File: src/rtl/pwm_pkg.sv
package pwm_pkg;
  localparam int unsigned PER_BASE  = 'h400;
  localparam int unsigned DUTY_BASE = 'h420;
  localparam int unsigned CTL_BASE  = 'h440;
  localparam int unsigned STAT_ADDR = 'h460;
  localparam int unsigned RUN_LSB   = 16;
  localparam int unsigned POL_BIT   = 5;

  typedef struct packed {
    logic       pol;
    logic [1:0] div;
  } ctl_t;
endpackage

File: src/rtl/pwm_decode.sv
module pwm_decode
  import pwm_pkg::*;
#(
  parameter int unsigned N_CH = 8,
  parameter int unsigned AW   = 12
) (
  input  logic          wr_i,
  input  logic [AW-1:0] addr_i,
  output logic [N_CH-1:0] per_we_o,
  output logic [N_CH-1:0] duty_we_o,
  output logic [N_CH-1:0] ctl_we_o
);
  for (genvar c = 0; c < N_CH; c++) begin : g_ch
    assign per_we_o[c]  = wr_i && (addr_i == AW'(PER_BASE  + 4 * c));
    assign duty_we_o[c] = wr_i && (addr_i == AW'(DUTY_BASE + 4 * c));
    assign ctl_we_o[c]  = wr_i && (addr_i == AW'(CTL_BASE  + 4 * c));
  end
endmodule

File: src/rtl/pwm_prescale.sv
module pwm_prescale #(
  parameter int unsigned DIV_W = 2
) (
  input  logic             clk_i,
  input  logic             rst_ni,
  input  logic             tick_i,
  input  logic             clr_i,
  input  logic [DIV_W-1:0] div_i,
  output logic             ptick_o
);
  localparam int unsigned PS_W = (1 << DIV_W) - 1;

  logic [PS_W-1:0] pre_q;
  logic [PS_W-1:0] lim;

  assign lim     = PS_W'((1 << div_i) - 1);
  assign ptick_o = tick_i && (pre_q == lim);

  always_ff @(posedge clk_i or negedge rst_ni) begin
    if (!rst_ni)        pre_q <= '0;
    else if (clr_i)     pre_q <= '0;
    else if (ptick_o)   pre_q <= '0;
    else if (tick_i)    pre_q <= pre_q + 1'b1;
  end
endmodule

File: src/rtl/pwm_channel.sv
module pwm_channel
  import pwm_pkg::*;
#(
  parameter int unsigned CW = 16
) (
  input  logic          clk_i,
  input  logic          rst_ni,
  input  logic          tick_i,
  input  logic          commit_i,
  input  logic [CW-1:0] per_i,
  input  logic [CW-1:0] duty_i,
  input  ctl_t          ctl_i,
  output logic          pwm_o,
  output logic          run_o,
  output logic          pend_o,
  output logic          load_o
);
  logic [CW-1:0] stg_per, stg_duty, act_per, act_duty, cnt_q;
  ctl_t          stg_ctl, act_ctl;
  logic          pend_q, run, ptick, end_per, load;

  assign run     = (act_per != '0);
  assign end_per = ptick && (cnt_q == CW'(act_per - 1'b1));
  // stopped channel loads on the raw tick, running one at its boundary
  assign load    = pend_q && (run ? end_per : tick_i);

  pwm_prescale #(.DIV_W(2)) u_pre (
    .clk_i   (clk_i),
    .rst_ni  (rst_ni),
    .tick_i  (tick_i),
    .clr_i   (load || !run),
    .div_i   (act_ctl.div),
    .ptick_o (ptick)
  );

  always_ff @(posedge clk_i or negedge rst_ni) begin
    if (!rst_ni) begin
      stg_per  <= '0;
      stg_duty <= '0;
      stg_ctl  <= '0;
      pend_q   <= 1'b0;
    end else begin
      if (commit_i) begin
        stg_per  <= per_i;
        stg_duty <= duty_i;
        stg_ctl  <= ctl_i;
        pend_q   <= 1'b1;
      end else if (load) begin
        pend_q   <= 1'b0;
      end
    end
  end

  always_ff @(posedge clk_i or negedge rst_ni) begin
    if (!rst_ni) begin
      act_per  <= '0;
      act_duty <= '0;
      act_ctl  <= '0;
      cnt_q    <= '0;
    end else if (load) begin
      act_per  <= stg_per;
      act_duty <= stg_duty;
      act_ctl  <= stg_ctl;
      cnt_q    <= '0;
    end else if (!run) begin
      cnt_q    <= '0;
    end else if (ptick) begin
      cnt_q    <= end_per ? '0 : cnt_q + 1'b1;
    end
  end

  assign pwm_o  = run && ((cnt_q < act_duty) ^ act_ctl.pol);
  assign run_o  = run;
  assign pend_o = pend_q;
  assign load_o = load;
endmodule

File: src/rtl/pwm_bank.sv
module pwm_bank
  import pwm_pkg::*;
#(
  parameter int unsigned N_CH = 8,
  parameter int unsigned CW   = 16,
  parameter int unsigned AW   = 12,
  parameter int unsigned DW   = 32
) (
  input  logic            clk_i,
  input  logic            rst_ni,
  input  logic            tick_i,
  input  logic            wr_i,
  input  logic            rd_i,
  input  logic [AW-1:0]   addr_i,
  input  logic [DW-1:0]   wdata_i,
  output logic [DW-1:0]   rdata_o,
  output logic [N_CH-1:0] pwm_o
);
  logic [N_CH-1:0] per_we, duty_we, ctl_we;
  logic [N_CH-1:0] run_w, pend_w, load_w;
  logic [CW-1:0]   sh_per  [N_CH];
  logic [CW-1:0]   sh_duty [N_CH];
  ctl_t            sh_ctl  [N_CH];
  logic [DW-1:0]   stat;

  pwm_decode #(.N_CH(N_CH), .AW(AW)) u_dec (
    .wr_i      (wr_i),
    .addr_i    (addr_i),
    .per_we_o  (per_we),
    .duty_we_o (duty_we),
    .ctl_we_o  (ctl_we)
  );

  for (genvar c = 0; c < N_CH; c++) begin : g_ch
    always_ff @(posedge clk_i or negedge rst_ni) begin
      if (!rst_ni) begin
        sh_per[c]  <= '0;
        sh_duty[c] <= '0;
        sh_ctl[c]  <= '0;
      end else begin
        if (per_we[c])  sh_per[c]  <= wdata_i[CW-1:0];
        if (duty_we[c]) sh_duty[c] <= wdata_i[CW-1:0];
        if (ctl_we[c])  sh_ctl[c]  <= '{pol: wdata_i[POL_BIT], div: wdata_i[1:0]};
      end
    end

    pwm_channel #(.CW(CW)) u_chan (
      .clk_i    (clk_i),
      .rst_ni   (rst_ni),
      .tick_i   (tick_i),
      .commit_i (per_we[c]),
      .per_i    (wdata_i[CW-1:0]),
      .duty_i   (sh_duty[c]),
      .ctl_i    (sh_ctl[c]),
      .pwm_o    (pwm_o[c]),
      .run_o    (run_w[c]),
      .pend_o   (pend_w[c]),
      .load_o   (load_w[c])
    );
  end

  always_comb begin
    stat = '0;
    for (int c = 0; c < N_CH; c++) begin
      stat[c]           = pend_w[c];
      stat[RUN_LSB + c] = run_w[c];
    end
  end

  always_comb begin
    rdata_o = '0;
    if (rd_i) begin
      for (int c = 0; c < N_CH; c++) begin
        if (addr_i == AW'(PER_BASE + 4 * c))  rdata_o = DW'(sh_per[c]);
        if (addr_i == AW'(DUTY_BASE + 4 * c)) rdata_o = DW'(sh_duty[c]);
        if (addr_i == AW'(CTL_BASE + 4 * c))
          rdata_o = DW'({sh_ctl[c].pol, 3'b000, sh_ctl[c].div});
      end
      if (addr_i == AW'(STAT_ADDR)) rdata_o = stat;
    end
  end
endmodule

File: config.mk
export PLATFORM = sky130hd
export DESIGN_NAME = pwm_bank
export DESIGN_NICKNAME = d
export VERILOG_FILES = /design/src/rtl/pwm_pkg.sv /design/src/rtl/pwm_decode.sv /design/src/rtl/pwm_prescale.sv /design/src/rtl/pwm_channel.sv /design/src/rtl/pwm_bank.sv
export SDC_FILE = /design/constraint.sdc
export NUM_CORES = 2
export LEC_CHECK = 0
export ABC_AREA = 1
export BUFFER_PORTS_ARGS = -buffer_cell sky130_fd_sc_hd__buf_2
export CAP_MARGIN = 20
export CORE_ASPECT_RATIO = 1.75
export CORE_MARGIN = 2
export CORE_UTILIZATION = 60
export DETAILED_ROUTE_END_ITERATION = 8
export PLACE_DENSITY = 0.77
export SLEW_MARGIN = 20
export SYNTH_ARGS = -nofsm -noshare
export SYNTH_HDL_FRONTEND = slang
export SYNTH_SLANG_ARGS = --single-unit
File: constraint.sdc
create_clock -name clk_i -period 9.05 [get_ports clk_i]
set_input_delay 1.81 -clock clk_i [delete_from_list [all_inputs] [get_ports clk_i]]
set_output_delay 1.81 -clock clk_i [all_outputs]
set_load 0.03 [all_outputs]
==> insert_results.sql <==
INSERT INTO impl_metrics (metric_group, metric, value, unit) VALUES
('grt', 'global_route.overflow_total', '0', ''),
('pwr', 'power.combinational.fraction', '11.3', '%'),
('floorplanning', 'die-height', '368', 'um'),
('grt', 'grtUsageTotal', '31.5', '%'),
('yosys', 'yosys-top-cells-area', 'sky130_fd_sc_hd__dfrtp_1, sky130_fd_sc_hd__nand2_1, sky130_fd_sc_hd__o21ai_0', ''),
('yosys', 'number_of_flops_mapped_to_enable_cells_by_yosys', '0', ''),
('pwr', 'power.net_switching', '0.00237', 'W'),
('placement', 'post_dp_cell_area', '46300', 'um^2'),
('floorplanning', 'floorplan.io_pins', '89', ''),
('run', 'maxCapViolCount', '0', ''),
('yosys', 'netlist-cell-type-count', '63', ''),
('placement', 'place.detailed.hpwl', '86000', 'um'),
('clocking', 'post-cts-setup-buffers', '0', ''),
('clocking', 'cts_root_buffer', 'sky130_fd_sc_hd__clkbuf_16', ''),
('clocking', 'hold_buffers', '0', ''),
('floorplanning', 'floorplan.die_area', '77900', 'um^2'),
('clocking', 'cts_tree', 'done', ''),
('detailed_routing', 'post_drt_via_cell_ratio', '5.65', ''),
('clocking', 'cts_buffers', '80', ''),
('pwr', 'p_int', '0.00646', 'W'),
('yosys', 'synth_cells', '5486', ''),
('finish', 'drive_gt1_share', '6.81', '%'),
('detailed_routing', 'detailedRoute.firstIterationViolations', '3186', ''),
('pwr', 'switching_share', '26.9', '%'),
('detailed_routing', 'route.detailed.drc', '0', ''),
('pwr', 'ir_drop', '0.000187', 'V'),
('grt', 'grt_max_degree', '169', ''),
('clocking', 'clkSlewWorstSetupHoldPaths', '70', 'ps'),
('finish', 'syn_to_final_growth', '8.40', '%'),
('yosys', 'async_reset_ff_share', '100', '%'),
('detailed_routing', 'dr.pass1.iters', '6', ''),
('pwr', 'share_clk_of_total_power', '40.8', '%'),
('sta', 'measured_slew_at_the_worst_slew_check_pin', '1250', 'ps'),
('sta', 'rsz0062_at_grt', 'false', ''),
('sta', 'timing.final.max_slew_violations', '0', ''),
('sta', 'finalClockSkew', '32.0', 'ps'),
('floorplanning', 'rows', '133', ''),
('grt', 'wire_length_of_the_first_global_routing_pass', '191000', 'um'),
('detailed_routing', 'detail_route.wirelength', '120000', 'um'),
('sta', 'hold-worst-slack', '475', 'ps'),
('sta', 'fmaxAchievable', '130', 'MHz'),
('detailed_routing', 'antenna_nets_post_route', '0', ''),
('setup_path', 'setup.worst_path.end_class', 'primary output', ''),
('setup_path', 'critical_path_class', 'primary input to primary output', ''),
('clocking', 'htree_levels', '3', ''),
('yosys', 'synth-seq-cells', '872', ''),
('sta', 'tns', '0', 'ps'),
('setup_path', 'worst-endpoint-arrival', '5900', 'ps'),
('yosys', 'yosysSeqAreaShare', '48.1', '%'),
('clocking', 'cts-resized-gates', '0', ''),
('outcome', 'status', 'finished, final reports clean', ''),
('yosys', 'yosys.area.top_type', 'sky130_fd_sc_hd__dfrtp_1', ''),
('floorplanning', 'placeableCoreArea', '75100', 'um^2'),
('sta', 'slew-limit-headroom', '16.6', '%'),
('floorplanning', 'floorplan.initialDensity', '60.4', '%'),
('sta', 'number_of_failing_hold_endpoints_at_the_final_stage', '0', ''),
('yosys', 'synth.top_cells.by_count', 'sky130_fd_sc_hd__nand2_1, sky130_fd_sc_hd__dfrtp_1, sky130_fd_sc_hd__inv_1', ''),
('sta', 'layout_min_cycle_time', '7710', 'ps'),
('pwr', 'power_per_cell_area', '180', 'nW/um^2'),
('placement', 'finalWeightedCongestion', '0.999', ''),
('clocking', 'cts_max_path_buffers', '3', ''),
('floorplanning', 'chipWidth', '212', 'um'),
('grt', 'grt_pass1_vias', '35700', ''),
('finish', 'postLayoutCellArea', '49200', 'um^2'),
('sta', 'report.final.setup_viol', '0', ''),
('finish', 'design.final.nets', '5643', ''),
('yosys', 'synth_most_common_cell', 'sky130_fd_sc_hd__nand2_1', ''),
('setup_path', 'crit_required', '7240', 'ps'),
('sta', 'layout_worst_path_cycle_share', '85.2', '%'),
('pwr', 'p_seq_share', '47.8', '%'),
('clocking', 'worst_skew_pair.late_latency', '670', 'ps');
[state kept, by name (all words and copies together) (netlist names)]
name,flops
g_ch.u_chan.cnt_q,128
g_ch.u_chan.pend_o,8
g_ch.u_chan.act_duty,128
g_ch.u_chan.act_per,128
g_ch.u_chan.stg_per,128
g_ch.u_chan.stg_duty,128
g_ch.u_chan.stg_ctl,24
g_ch.u_chan.act_ctl,24
sh_ctl,24
g_ch.u_chan.u_pre.pre_q,24
sh_duty,128
[cell type report]
class                   count  area [um^2]
fillers                  6186        25900
flip-flops and latches    872        21800
multi-input cells        3658        19900
inverters                 737         2770
clock buffers             105         2290
well taps                1012         1270
repair buffers            101          678
clock inverters            35          470
diodes                      2         5.00
[power groups by stage]
stage / combinational, W / sequential, W / clock (W)
5_1_grt: 0.00115 / 0.00425 / 0.00380
3_5_place_dp: 0.000994 / 0.00429 / 0
6_report: 0.00100 / 0.00422 / 0.00361
4_1_cts: 0.00100 / 0.00422 / 0.00365
3_3_place_gp: 0.000958 / 0.00429 / 0
2_1_floorplan: 0.000709 / 0.00424 / 0
[cell usage in the layout (no fill, tap or decap), types with 30 or more instances in the layout]
master,synthesis,routed
sky130_fd_sc_hd__o21ai_0,673,673
sky130_fd_sc_hd__xor2_1,210,210
sky130_fd_sc_hd__buf_2,28,63
sky130_fd_sc_hd__xnor2_1,66,66
sky130_fd_sc_hd__nand4_1,66,66
sky130_fd_sc_hd__nand3_1,171,169
sky130_fd_sc_hd__mux2i_1,30,30
sky130_fd_sc_hd__mux2_2,78,78
sky130_fd_sc_hd__clkbuf_16,0,82
sky130_fd_sc_hd__a21oi_1,293,293
sky130_fd_sc_hd__dfrtp_1,872,872
sky130_fd_sc_hd__nand2_1,1146,1141
sky130_fd_sc_hd__nor3_1,84,84
sky130_fd_sc_hd__ha_1,144,144
sky130_fd_sc_hd__buf_4,19,31
sky130_fd_sc_hd__inv_1,726,726
sky130_fd_sc_hd__nor2_1,412,411
sky130_fd_sc_hd__o211ai_1,33,33
[worst max-delay path, stage by stage]
cell	delay, ps
sky130_fd_sc_hd__buf_2	100
sky130_fd_sc_hd__inv_1	40
sky130_fd_sc_hd__nand2_1	70
sky130_fd_sc_hd__nor3_1	560
sky130_fd_sc_hd__inv_1	160
sky130_fd_sc_hd__nor2_1	180
sky130_fd_sc_hd__nand2_1	150
sky130_fd_sc_hd__clkinv_1	320
sky130_fd_sc_hd__nor2_1	70
sky130_fd_sc_hd__buf_4	200
sky130_fd_sc_hd__o211ai_1	180
sky130_fd_sc_hd__a21oi_1	110
sky130_fd_sc_hd__o21ai_0	870
sky130_fd_sc_hd__a211oi_1	250
sky130_fd_sc_hd__o21ai_0	280
sky130_fd_sc_hd__nand2_1	110
sky130_fd_sc_hd__nand2_1	140
sky130_fd_sc_hd__a21oi_1	100
sky130_fd_sc_hd__buf_2	180
[layer usage]
metal,share of wire (%),global-route usage (%),vias up
met4,7.4,20.9,4
met5,0.023,0,-
li1,-,-,17700
met3,5.3,4.28,375
met2,49,52.4,1132
met1,39,38.3,17600
[per-stage QoR]
stage	instances	util, %	setup WS, ps	power, W
3_3_place_gp	6378	61.8	1660	0.00525
2_1_floorplan	5493	-	3070	0.00495
4_1_cts	6518	65.4	1590	0.00888
6_report	6522	65.5	1340	0.00883
3_5_place_dp	6378	61.8	1600	0.00529
5_1_grt	6520	65.5	1130	0.00919
[logic make-up (layout without fill, tap and decap cells)]
kind of cell	count (synthesis)	after routing	share of synthesized area (%)
buf+inv	963	978	8.22
other cells	1	10	0.00827
simple gates	1983	1983	18.2
compound gates	1138	1138	13.5
xor+xnor	277	277	5.38
flops	872	872	48.1
mux	108	108	2.60
fa+ha+maj	144	144	3.97
[worst paths after layout]
path / slack [ps] / depth (start not counted) / to / startpoint
worst max-delay path: 1340 / 19 / rdata_o[13] / addr_i[0]
worst min-delay path: 470 / 2 / g_ch[4].u_chan.act_duty[7]$_DFFE_PN0P_ / g_ch[4].u_chan.stg_duty[7]$_DFFE_PN0P_
worst max register to register: 4700 / 19 / g_ch[2].u_chan.cnt_q[12]$_DFFE_PN0P_ / g_ch[2].u_chan.act_per[0]$_DFFE_PN0P_
worst min register to register: 470 / 2 / g_ch[4].u_chan.act_duty[7]$_DFFE_PN0P_ / g_ch[4].u_chan.stg_duty[7]$_DFFE_PN0P_
max in group asynchronous: 6340 / 2 / sh_duty[13]$_DFFE_PN0P_ / rst_ni
min in group asynchronous: 1190 / 1 / g_ch[1].u_chan.cnt_q[13]$_DFFE_PN0P_ / rst_ni
Note: power is estimated with default switching activity, not from simulation.
